$ cat src/rtl/cbe_pkg.sv
package cbe_pkg;

   typedef enum logic [1:0] {
      CMD_NOP   = 2'd0,
      CMD_READ  = 2'd1,
      CMD_WRITE = 2'd2,
      CMD_MODE  = 2'd3
   } cmd_e;

   // Active-low strobes: read 0101, write 0100, mode set 0000
   function automatic cmd_e decode_cmd(input logic cs_n, input logic ras_n,
                                       input logic cas_n, input logic we_n);
      cmd_e c;
      c = CMD_NOP;
      if (!cs_n) begin
         case ({ras_n, cas_n, we_n})
            3'b101:  c = CMD_READ;
            3'b100:  c = CMD_WRITE;
            3'b000:  c = CMD_MODE;
            default: c = CMD_NOP;
         endcase
      end
      return c;
   endfunction

endpackage

$ cat src/rtl/cbe_edge_gate.sv
module cbe_edge_gate (
   input  logic clk,
   input  logic rst_n,
   input  logic cke,
   input  logic pending,
   output logic susp_q,
   output logic edge_en
);

   // A low CKE sample with beats pending freezes the next edge
   always_ff @(posedge clk or negedge rst_n) begin
      if (!rst_n) susp_q <= 1'b0;
      else        susp_q <= ~cke & pending;
   end

   assign edge_en = ~susp_q;

endmodule

$ cat src/rtl/cbe_burst_seq.sv
module cbe_burst_seq
   import cbe_pkg::*;
#(
   parameter int BANK_W = 2,
   parameter int COL_W  = 4,
   parameter int CNT_W  = 4
) (
   input  logic              clk,
   input  logic              rst_n,
   input  logic              edge_en,
   input  cmd_e              cmd,
   input  logic [BANK_W-1:0] bank_i,
   input  logic [COL_W-1:0]  col_i,
   output logic              beat_valid,
   output logic              beat_write,
   output logic [BANK_W-1:0] beat_bank,
   output logic [COL_W-1:0]  beat_col,
   output logic              pending
);

   logic [1:0]        len_code_q;
   logic              busy_q, busy_n;
   logic              wr_q;
   logic [BANK_W-1:0] bank_q;
   logic [COL_W-1:0]  col_q;
   logic [CNT_W-1:0]  rem_q, rem_n;
   logic [CNT_W-1:0]  beats;
   logic [COL_W-1:0]  wrap_mask;
   logic              start, cont, mode_ld;

   always_comb begin
      beats     = CNT_W'(1) << len_code_q;
      wrap_mask = COL_W'(beats - CNT_W'(1));
      start     = edge_en && (cmd == CMD_READ || cmd == CMD_WRITE);
      cont      = edge_en && busy_q && !start;
      mode_ld   = edge_en && (cmd == CMD_MODE) && !busy_q;

      beat_col   = col_q;
      beat_bank  = bank_q;
      beat_write = wr_q;
      rem_n      = rem_q;
      busy_n     = busy_q;
      if (start) begin
         beat_col   = col_i;
         beat_bank  = bank_i;
         beat_write = (cmd == CMD_WRITE);
         rem_n      = beats - CNT_W'(1);
         busy_n     = (beats != CNT_W'(1));
      end else if (cont) begin
         beat_col = (col_q & ~wrap_mask) | ((col_q + COL_W'(1)) & wrap_mask);
         rem_n    = rem_q - CNT_W'(1);
         busy_n   = (rem_q != CNT_W'(1));
      end
      beat_valid = start | cont;
   end

   always_ff @(posedge clk or negedge rst_n) begin
      if (!rst_n) begin
         len_code_q <= 2'd0;
         busy_q     <= 1'b0;
         wr_q       <= 1'b0;
         bank_q     <= '0;
         col_q      <= '0;
         rem_q      <= '0;
      end else begin
         if (mode_ld) len_code_q <= col_i[1:0];
         if (beat_valid) begin
            busy_q <= busy_n;
            wr_q   <= beat_write;
            bank_q <= beat_bank;
            col_q  <= beat_col;
            rem_q  <= rem_n;
         end
      end
   end

   assign pending = busy_q;

endmodule

$ cat src/rtl/cbe_regfile.sv
module cbe_regfile #(
   parameter int AW = 6,
   parameter int DW = 16
) (
   input  logic          clk,
   input  logic          rst_n,
   input  logic          we,
   input  logic [AW-1:0] waddr,
   input  logic [DW-1:0] wdata,
   input  logic [AW-1:0] raddr,
   output logic [DW-1:0] rdata
);

   localparam int WORDS = 1 << AW;

   logic [DW-1:0] mem_q [WORDS];

   for (genvar w = 0; w < WORDS; w++) begin : g_word
      always_ff @(posedge clk or negedge rst_n) begin
         if (!rst_n)                        mem_q[w] <= '0;
         else if (we && waddr == AW'(w))    mem_q[w] <= wdata;
      end
   end

   assign rdata = mem_q[raddr];

endmodule

$ cat src/rtl/cke_burst_engine.sv
module cke_burst_engine
   import cbe_pkg::*;
#(
   parameter int BANK_W = 2,
   parameter int COL_W  = 4,
   parameter int DATA_W = 16
) (
   input  logic              clk,
   input  logic              rst_n,
   input  logic              cke,
   input  logic              cs_n,
   input  logic              ras_n,
   input  logic              cas_n,
   input  logic              we_n,
   input  logic [BANK_W-1:0] bank,
   input  logic [COL_W-1:0]  addr,
   input  logic [DATA_W-1:0] wdata,
   output logic [COL_W-1:0]  col_out,
   output logic              wr_strobe,
   output logic [DATA_W-1:0] rdata,
   output logic              rdata_oe
);

   localparam int WORD_AW = BANK_W + COL_W;
   localparam int CNT_W   = 4;

   if (COL_W < 3) begin : g_bad_col
      $error("COL_W must hold a burst of eight columns");
   end
   if (WORD_AW > 12) begin : g_bad_size
      $error("storage array too large for this block");
   end
   if (DATA_W < 1 || BANK_W < 1) begin : g_bad_width
      $error("DATA_W and BANK_W must be positive");
   end

   cmd_e              cmd;
   logic              susp_q, edge_en, pending;
   logic              beat_valid, beat_write;
   logic [BANK_W-1:0] beat_bank;
   logic [COL_W-1:0]  beat_col;
   logic [DATA_W-1:0] array_rd;
   logic              array_we;

   assign cmd      = decode_cmd(cs_n, ras_n, cas_n, we_n);
   assign array_we = beat_valid & beat_write;

   cbe_edge_gate u_gate (
      .clk     (clk),
      .rst_n   (rst_n),
      .cke     (cke),
      .pending (pending),
      .susp_q  (susp_q),
      .edge_en (edge_en)
   );

   cbe_burst_seq #(.BANK_W(BANK_W), .COL_W(COL_W), .CNT_W(CNT_W)) u_seq (
      .clk        (clk),
      .rst_n      (rst_n),
      .edge_en    (edge_en),
      .cmd        (cmd),
      .bank_i     (bank),
      .col_i      (addr),
      .beat_valid (beat_valid),
      .beat_write (beat_write),
      .beat_bank  (beat_bank),
      .beat_col   (beat_col),
      .pending    (pending)
   );

   cbe_regfile #(.AW(WORD_AW), .DW(DATA_W)) u_rf (
      .clk   (clk),
      .rst_n (rst_n),
      .we    (array_we),
      .waddr ({beat_bank, beat_col}),
      .wdata (wdata),
      .raddr ({beat_bank, beat_col}),
      .rdata (array_rd)
   );

   // Output stage: frozen on a suspended edge except the write strobe
   always_ff @(posedge clk or negedge rst_n) begin
      if (!rst_n) begin
         col_out   <= '0;
         wr_strobe <= 1'b0;
         rdata     <= '0;
         rdata_oe  <= 1'b0;
      end else if (edge_en) begin
         wr_strobe <= array_we;
         if (beat_valid) col_out <= beat_col;
         if (beat_valid && !beat_write) begin
            rdata    <= array_rd;
            rdata_oe <= 1'b1;
         end else begin
            rdata_oe <= 1'b0;
         end
      end else begin
         wr_strobe <= 1'b0;
      end
   end

endmodule

$ cat config.mk
export PLATFORM = sky130hd
export DESIGN_NAME = cke_burst_engine
export DESIGN_NICKNAME = d
export VERILOG_FILES = /design/src/rtl/cbe_pkg.sv /design/src/rtl/cbe_edge_gate.sv /design/src/rtl/cbe_burst_seq.sv /design/src/rtl/cbe_regfile.sv /design/src/rtl/cke_burst_engine.sv
export SDC_FILE = /design/constraint.sdc
export NUM_CORES = 2
export LEC_CHECK = 0
export BUFFER_PORTS_ARGS = -buffer_cell sky130_fd_sc_hd__buf_2
export CORE_MARGIN = 2
export CORE_UTILIZATION = 30
export CTS_CLUSTER_DIAMETER = 120
export DETAILED_ROUTE_END_ITERATION = 16
export GPL_ROUTABILITY_DRIVEN = 0
export SLEW_MARGIN = 15
export SYNTH_ARGS = -nofsm -noshare
export SYNTH_HDL_FRONTEND = slang
export SYNTH_SLANG_ARGS = --single-unit
$ cat constraint.sdc
create_clock -name clk -period 3.01 [get_ports clk]
set_input_delay 0.301 -clock clk [delete_from_list [all_inputs] [get_ports clk]]
set_output_delay 0.301 -clock clk [all_outputs]
set_load 0.01 [all_outputs]
# --- Word level (Yosys, flattened, before mapping) ---
# Index checks and enable logic that the tools add are counted.
totals:
  word_cells: 255
  regBits: 1061
  output_inout_bits: 22
  inputBits: 29
op_classes:
  muxes: 15
  eq_ne: 70
  bitwise: 10
  shift: 1
  n_lt_le_gt_ge: 1
  n_reduce_logical: 80
  n_addsub: 3
ops:
  columns: ["cell", "count"]
  rows:
  - ["$eq 6x6->1 const B", 32]
  - ["$bmux 16 s6", 1]
  - ["$eq 6x5->1 const B", 16]
  - ["$logic_and 1x1->1", 70]
  - ["$eq 6x4->1 const B", 8]
  - ["$mux 16", 2]
  - ["$eq 6x3->1 const B", 4]
  - ["$mux 4", 4]
  - ["$eq 6x2->1 const B", 2]
  - ["$and 4x4->4", 2]
  - ["$ne 4x1->1 const B", 2]
  - ["$sub 4x1->4 const B", 2]
  - ["$ge 7x7->1 const B", 1]
  - ["$not 6->7", 1]
  - ["$eq 3x3->1 const B", 2]
  - ["$eq 6x1->1 const B", 1]
  - ["$logic_not 6->1", 1]
  - ["$pmux 2 s3", 1]
  - ["$reduce_and 2->1", 3]
  - ["$mux 1", 5]
  - ["$add 4x1->4 const B", 1]
  - ["$eq 2x2->1 const B", 2]
  - ["$mux 2", 2]
  - ["$not 4->4", 1]
  - ["10 further kinds", 14]

# --- Longest topological paths before layout ---
logic_depth:
  word_depth: 14
  depth_mapped: 16
  ltp_nobuf: 12

# --- Cells and area by module ---
# From an unflattened synthesis, not the netlist that was laid out.
hier_totals:
  hier_cells: 3161
  area_unflattened_um2: 48377.6
modules_own_cells:
  columns: ["mod", "n_inst", "seq_area_each_um2", "area_per_inst_um2", "cells_each"]
  rows:
  - ["cbe_regfile", 1, 25624.6, 46656.0, 3020]
  - ["cke_burst_engine", 1, 550.5, 884.6, 52]
  - ["cbe_burst_seq", 1, 350.3, 794.5, 86]
  - ["cbe_edge_gate", 1, 25.0, 42.5, 3]

# --- Worst setup path after synthesis ---
# Ideal clock, no wire load.
synth_path:
  kind: "input-to-reg"
  startpoint: "input port ras_n"
  endpoint: "register u_rf.mem_q[405] in the netlist's numbering"
  cell_stages: 12
  required_ns: 2.885
  t_arrival_ns: 3.225
  slack_ns: -0.340
  cell_sequence: "xor2_1 -> nor3_1 -> ha_1 -> or4b_4 -> o221ai_4 -> nor2_4 -> buf_4 -> buf_4 -> buf_2 -> nand3_1 -> buf_2 -> mux2_2"
synth_via:
  elab_chain_len: 12
  word_cells_on_any_way: 19
  classes_between: "eq/ne: 5; mux: 6; bitwise: 2; reduce/logical: 6"
synth_lines:
  columns: ["element", "line", "rtl"]
  rows:
  - ["start: declaration", "cke_burst_engine.sv:12", "input logic ras_n,"]
  - ["$eq 3x3->1 or $logic_not 3->1 (tied branches)", "cbe_pkg.sv:16", "case ({ras_n, cas_n, we_n})"]
  - ["$pmux 2 s3 *", "cbe_pkg.sv:16", null]
  - ["$mux 2 *", "cbe_pkg.sv:15", "if (!cs_n) begin"]
  - ["$eq 2x1->1 or $eq 2x2->1 (tied branches)", "cbe_burst_seq.sv:34, cbe_burst_seq.sv:46", null]
  - ["$logic_or 1x1->1", "cbe_burst_seq.sv:34", "start = edge_en && (cmd == CMD_READ || cmd == CMD_WRITE);"]
  - ["$logic_and 1x1->1", "cbe_burst_seq.sv:34", null]
  - ["$logic_not 1->1", "cbe_burst_seq.sv:35", "cont = edge_en && busy_q && !start;"]
  - ["$logic_and 1x1->1", "cbe_burst_seq.sv:35", null]
  - ["$mux 4", "cbe_burst_seq.sv:49", "end else if (cont) begin"]
  - ["$mux 4", "cbe_burst_seq.sv:43", "if (start) begin"]
  - ["$eq 6x6->1", "cbe_regfile.sv:21", "else if (we && waddr == AW'(w)) mem_q[w] <= wdata;"]
  - ["$logic_and 1x1->1 *", "cbe_regfile.sv:21", null]
  - ["end signal: indexed assignment", "cbe_regfile.sv:21", null]
  - ["end: declaration", "cbe_regfile.sv:16", "logic [DW-1:0] mem_q [WORDS];"]
# Mark *: on every way between the ends. The rest lies on a longest branch, timed or not.
# A chain may end at the register's enable or synchronous reset.

# --- Worst setup path after layout ---
layout_path:
  startpoint: "register u_gate.susp_q"
  endpoint: "register rdata[12]"
layout_via:
  elab_chain_len: 10
  word_cells_on_any_way: 17
  classes_between: "mux: 7; bitwise: 3; reduce/logical: 7"
layout_lines:
  columns: ["element", "line", "rtl"]
  rows:
  - ["start: declaration", "cbe_edge_gate.sv:6", "output logic susp_q,"]
  - ["start signal: assignment", "cbe_edge_gate.sv:13", "else susp_q <= ~cke & pending;"]
  - ["$not 1->1 (no source line) *", null, null]
  - ["$logic_and 1x1->1", "cbe_burst_seq.sv:34", null]
  - ["$logic_not 1->1", "cbe_burst_seq.sv:35", null]
  - ["$logic_and 1x1->1", "cbe_burst_seq.sv:35", null]
  - ["$mux 4", "cbe_burst_seq.sv:49", null]
  - ["$mux 4", "cbe_burst_seq.sv:43", null]
  - ["$not 6->7 (implied by the code)", "cbe_regfile.sv:25", "assign rdata = mem_q[raddr];"]
  - ["$bmux 16 s6", "cbe_regfile.sv:25", null]
  - ["$mux 16 (implied by the code) (2 in series)", "cbe_regfile.sv:25", null]
  - ["end signal: assignment", "cke_burst_engine.sv:92", "rdata <= array_rd;"]
  - ["end: declaration", "cke_burst_engine.sv:20", "output logic [DATA_W-1:0] rdata,"]
# Mark *: on every way between the ends. The rest lies on a longest branch, timed or not. The select of a mux whose other input is x is not followed.

==> results.tsv <==
stage	metric	value	unit
sta	min_period_over_period	1.16	
cts	cts_tree	yes	
synth	yosys.cell_types.count	76	
power_and_ir_drop	powerDensity	774	nW/µm²
cts	cts.path.max_buffers	3	
min_path	hold_path.class	input pin to asynchronous set/reset pin	
cts	htreeDepth	3	
critical_path	max_stage_delay	660	ps
synth	yosysTopAreaCellShare	0.554	
cts	clock_latency	730	ps
sta	skew	35.4	ps
sta	worst_slack	-479	ps
synth	syn-instance-count	3621	
routing	drtAntennaViolNets	0	
synth	yosysMostFrequentCell	mux2_2	
critical_path	worst_path_most_repeated_cell	buf_12	
synth	syn_nets	3655	
power_and_ir_drop	power.leakage	30.2	nW
grt	grt_start_max_net_pins	115	
critical_path	cp-start-kind	register	
sta	slew_violations	0	
routing	drc	0	
synth	ys_seq_elements	1061	
sta	hold_violations	0	
finish	layout.cells.non_filler	6332	
sta	setup-tns-final	-8560	ps
cts	cts.sinks	1061	
synth	synth_area_leaders	dfrtp_1 55%, mux2_2 25%, mux2i_1 3.3%	
synth	synth_flop_cell	dfrtp_1	
floorplanning	dieArea	163000	µm²
critical_path	arrival	4070	ps
sta	max_freq	0.287	GHz
synth	post_synth.cell_area_avg	13.2	µm²
synth	synth_area	48000	µm²
routing	drt_pass1_iterations	6	
grt	grt_pass1_vias	35312	
finish	seqCellArea	26600	µm²
routing	viasPerCell	5.62	
placed_design	io_buffers	50	
routing	wl	182000	µm
placed_design	hpwlAfterDp	121000	µm
sta	fin_crit	3490	ps
sta	hold_ws	163	ps
critical_path	critical_path_required	3590	ps
outcome	outcome	complete, but fails checks	
cts	cts_made_buffers	115	
critical_path	critPathSlowestCell	a222oi_1	
critical_path	crit_path_end_kind	register	
floorplanning	rows	146	
finish	multi_input_area	21500	µm²
cts	clk_pin_slew	70	ps
sta	rsz0062_at_grt	true	
floorplanning	start_util	0.302	
finish	areaGrowthSynthToFinish	29.9	%
grt	grt_usage	0.215	
finish	drive_gt1_frac	0.515	
critical_path	worstSetupPathType	register to register	
floorplanning	die-width	404	µm
synth	synth_async_sr_flop_share	1.00	
floorplanning	core_area	159000	µm²
finish	fillers	14860	
synth	ys_warn_count	0	
power_and_ir_drop	ir_drop	0.546	mV
routing	avgRoutedWirePerCell	28.7	µm
placed_design	placed_cells	6036	
floorplanning	die_h	404	µm
sta	setup-violations-final	133	
synth	synth_top_area_cell	dfrtp_1	
cts	cts_root_buf	clkbuf_16	
routing	vias	35568	
routing	dr.first_iter.drc_count	4231	
flow_run	maxCapViolCount	0	
outcome	violations	negative setup slack	
grt	antenna_found_initial	10	
synth	ys_seq_area_frac	0.554	
sta	relSlewSlack	0.244	
sta	worst_slew_pin_slew	1130	ps
power_and_ir_drop	power.total	48.2	mW
grt	grt_pass1_wl	257000	µm
floorplanning	io_pins	51	
grt	overflow	0	
critical_path	crit_chain	or4b_4 > o221ai_4 > nor2_4 > buf_12 > buf_16 > buf_12 > mux2_2 > a222oi_1 > o22ai_2 > nor4_2 > a41oi_1	
critical_path	path_max_fanout	10	
finish	nets	4189	
synth	synth_edf_count	0	
synth	synth_common_cells	1,074 x mux2_2, 1,061 x dfrtp_1, 184 x a22oi_1	
## layout by cell type, fill, tap and decap left out, types with 9 or more instances in the layout
master     instances
nand2_1          136
clkbuf_8          29
clkbuf_16        127
a31oi_1           31
a22o_1            21
buf_6             28
a22oi_2           17
a222oi_1          25
nand2_4            9
nor2_4            10
clkinv_2          19
o22a_1            15
buf_12           132
nand2_2           14
a2bb2oi_1         26
bufinv_16         13
buf_4            496
o22ai_1           47
buf_8             11
mux2_4            78
nand3_1           41
o21ai_0           84
dfrtp_1         1061
nor2_1            36
nand2_8            9
a21oi_1           78
nor2_2             9
clkbuf_1          22
mux2_2           998
mux2i_1          145
o21ai_1           17
a22oi_1          167
a221o_1           12
a221oi_1          22
buf_2             49
## registers in the layout, summed over array words and instances (netlist names), 2 cells and up
signal / count
rdata: 16
u_seq.rem_q: 4
u_seq.col_q: 4
u_rf.mem_q: 1024
u_seq.bank_q: 2
col_out: 4
u_seq.len_code_q: 2
## stage by stage
step | area, µm² | util | worst slack [ps]
2_1_floorplan | 48300 | - | -230
3_3_place_gp | 55600 | 0.351 | -1380
3_5_place_dp | 55600 | 0.351 | -1380
4_1_cts | 60700 | 0.383 | -287
5_1_grt | 62300 | 0.393 | -525
6_report | 62300 | 0.393 | -479
## metal layers
| metal | global-route usage | share of wire |
|---|---|---|
| met1 | 0.292 | 0.42 |
| met2 | 0.323 | 0.44 |
| met3 | 0.0522 | 0.091 |
| met4 | 0.0993 | 0.054 |
| met5 | 0 | 0.00014 |
## cells by family after synthesis
family | share of synthesized area
fa+ha+maj | 0.00130
simple gates | 0.0305
compound gates | 0.0975
buf+inv | 0.0303
mux | 0.286
xor+xnor | 0.000731
flops | 0.554
## critical path, delay by kind of cell (launching register included)
| family | cells | cell delay (ps) |
|---|---|---|
| flip-flops | 1 | 440 |
| AO/OA/AOI/OAI | 4 | 1270 |
| AND/OR/NAND/NOR | 3 | 920 |
| multiplexers | 1 | 270 |
| buffers and inverters | 3 | 450 |
## cell type report
| type | count | area share |
|---|---|---|
| diodes | 7 | 0.000281 |
| clock buffers | 167 | 0.0543 |
| clock inverters | 48 | 0.0105 |
| inverters | 9 | 0.000583 |
| multi-input cells | 2230 | 0.345 |
| flip-flops and latches | 1061 | 0.426 |
| well taps | 2072 | 0.0416 |
| repair buffers | 738 | 0.122 |
## repair_timing
action | CTS | global route
pin swaps | 46 | 58
setup endpoints to repair | 384 | 582
hold buffers | 6 | 0
endpoints found under the hold margin | 31 | 0
setup buffers | 20 | 34
cloned | 4 | 12
gates resized for setup | 154 | 233
## path summary, 6_finish.rpt
path                               startpoint         endpoint  slack [ps]  depth (start not counted)
worst max-delay path            u_gate.susp_q        rdata[12]        -480                         11
worst min-delay path                    rst_n  u_rf.mem_q[563]         160                          2
worst max register to register  u_gate.susp_q        rdata[12]        -480                         11
worst min register to register     col_out[0]       col_out[0]         480                          2
max in group asynchronous               rst_n  u_rf.mem_q[260]        1650                          3
min in group clk                      addr[3]   u_seq.col_q[3]         170                          4
## power by group
group | internal [mW] | leakage [nW] | switching, mW
combinational | 7.21 | 13.5 | 9.40
sequential | 15.5 | 14.7 | 1.02
clock | 8.92 | 1.97 | 6.11
total | 31.7 | 30.2 | 16.5
No activity file was read; power rests on OpenSTA's default activity.
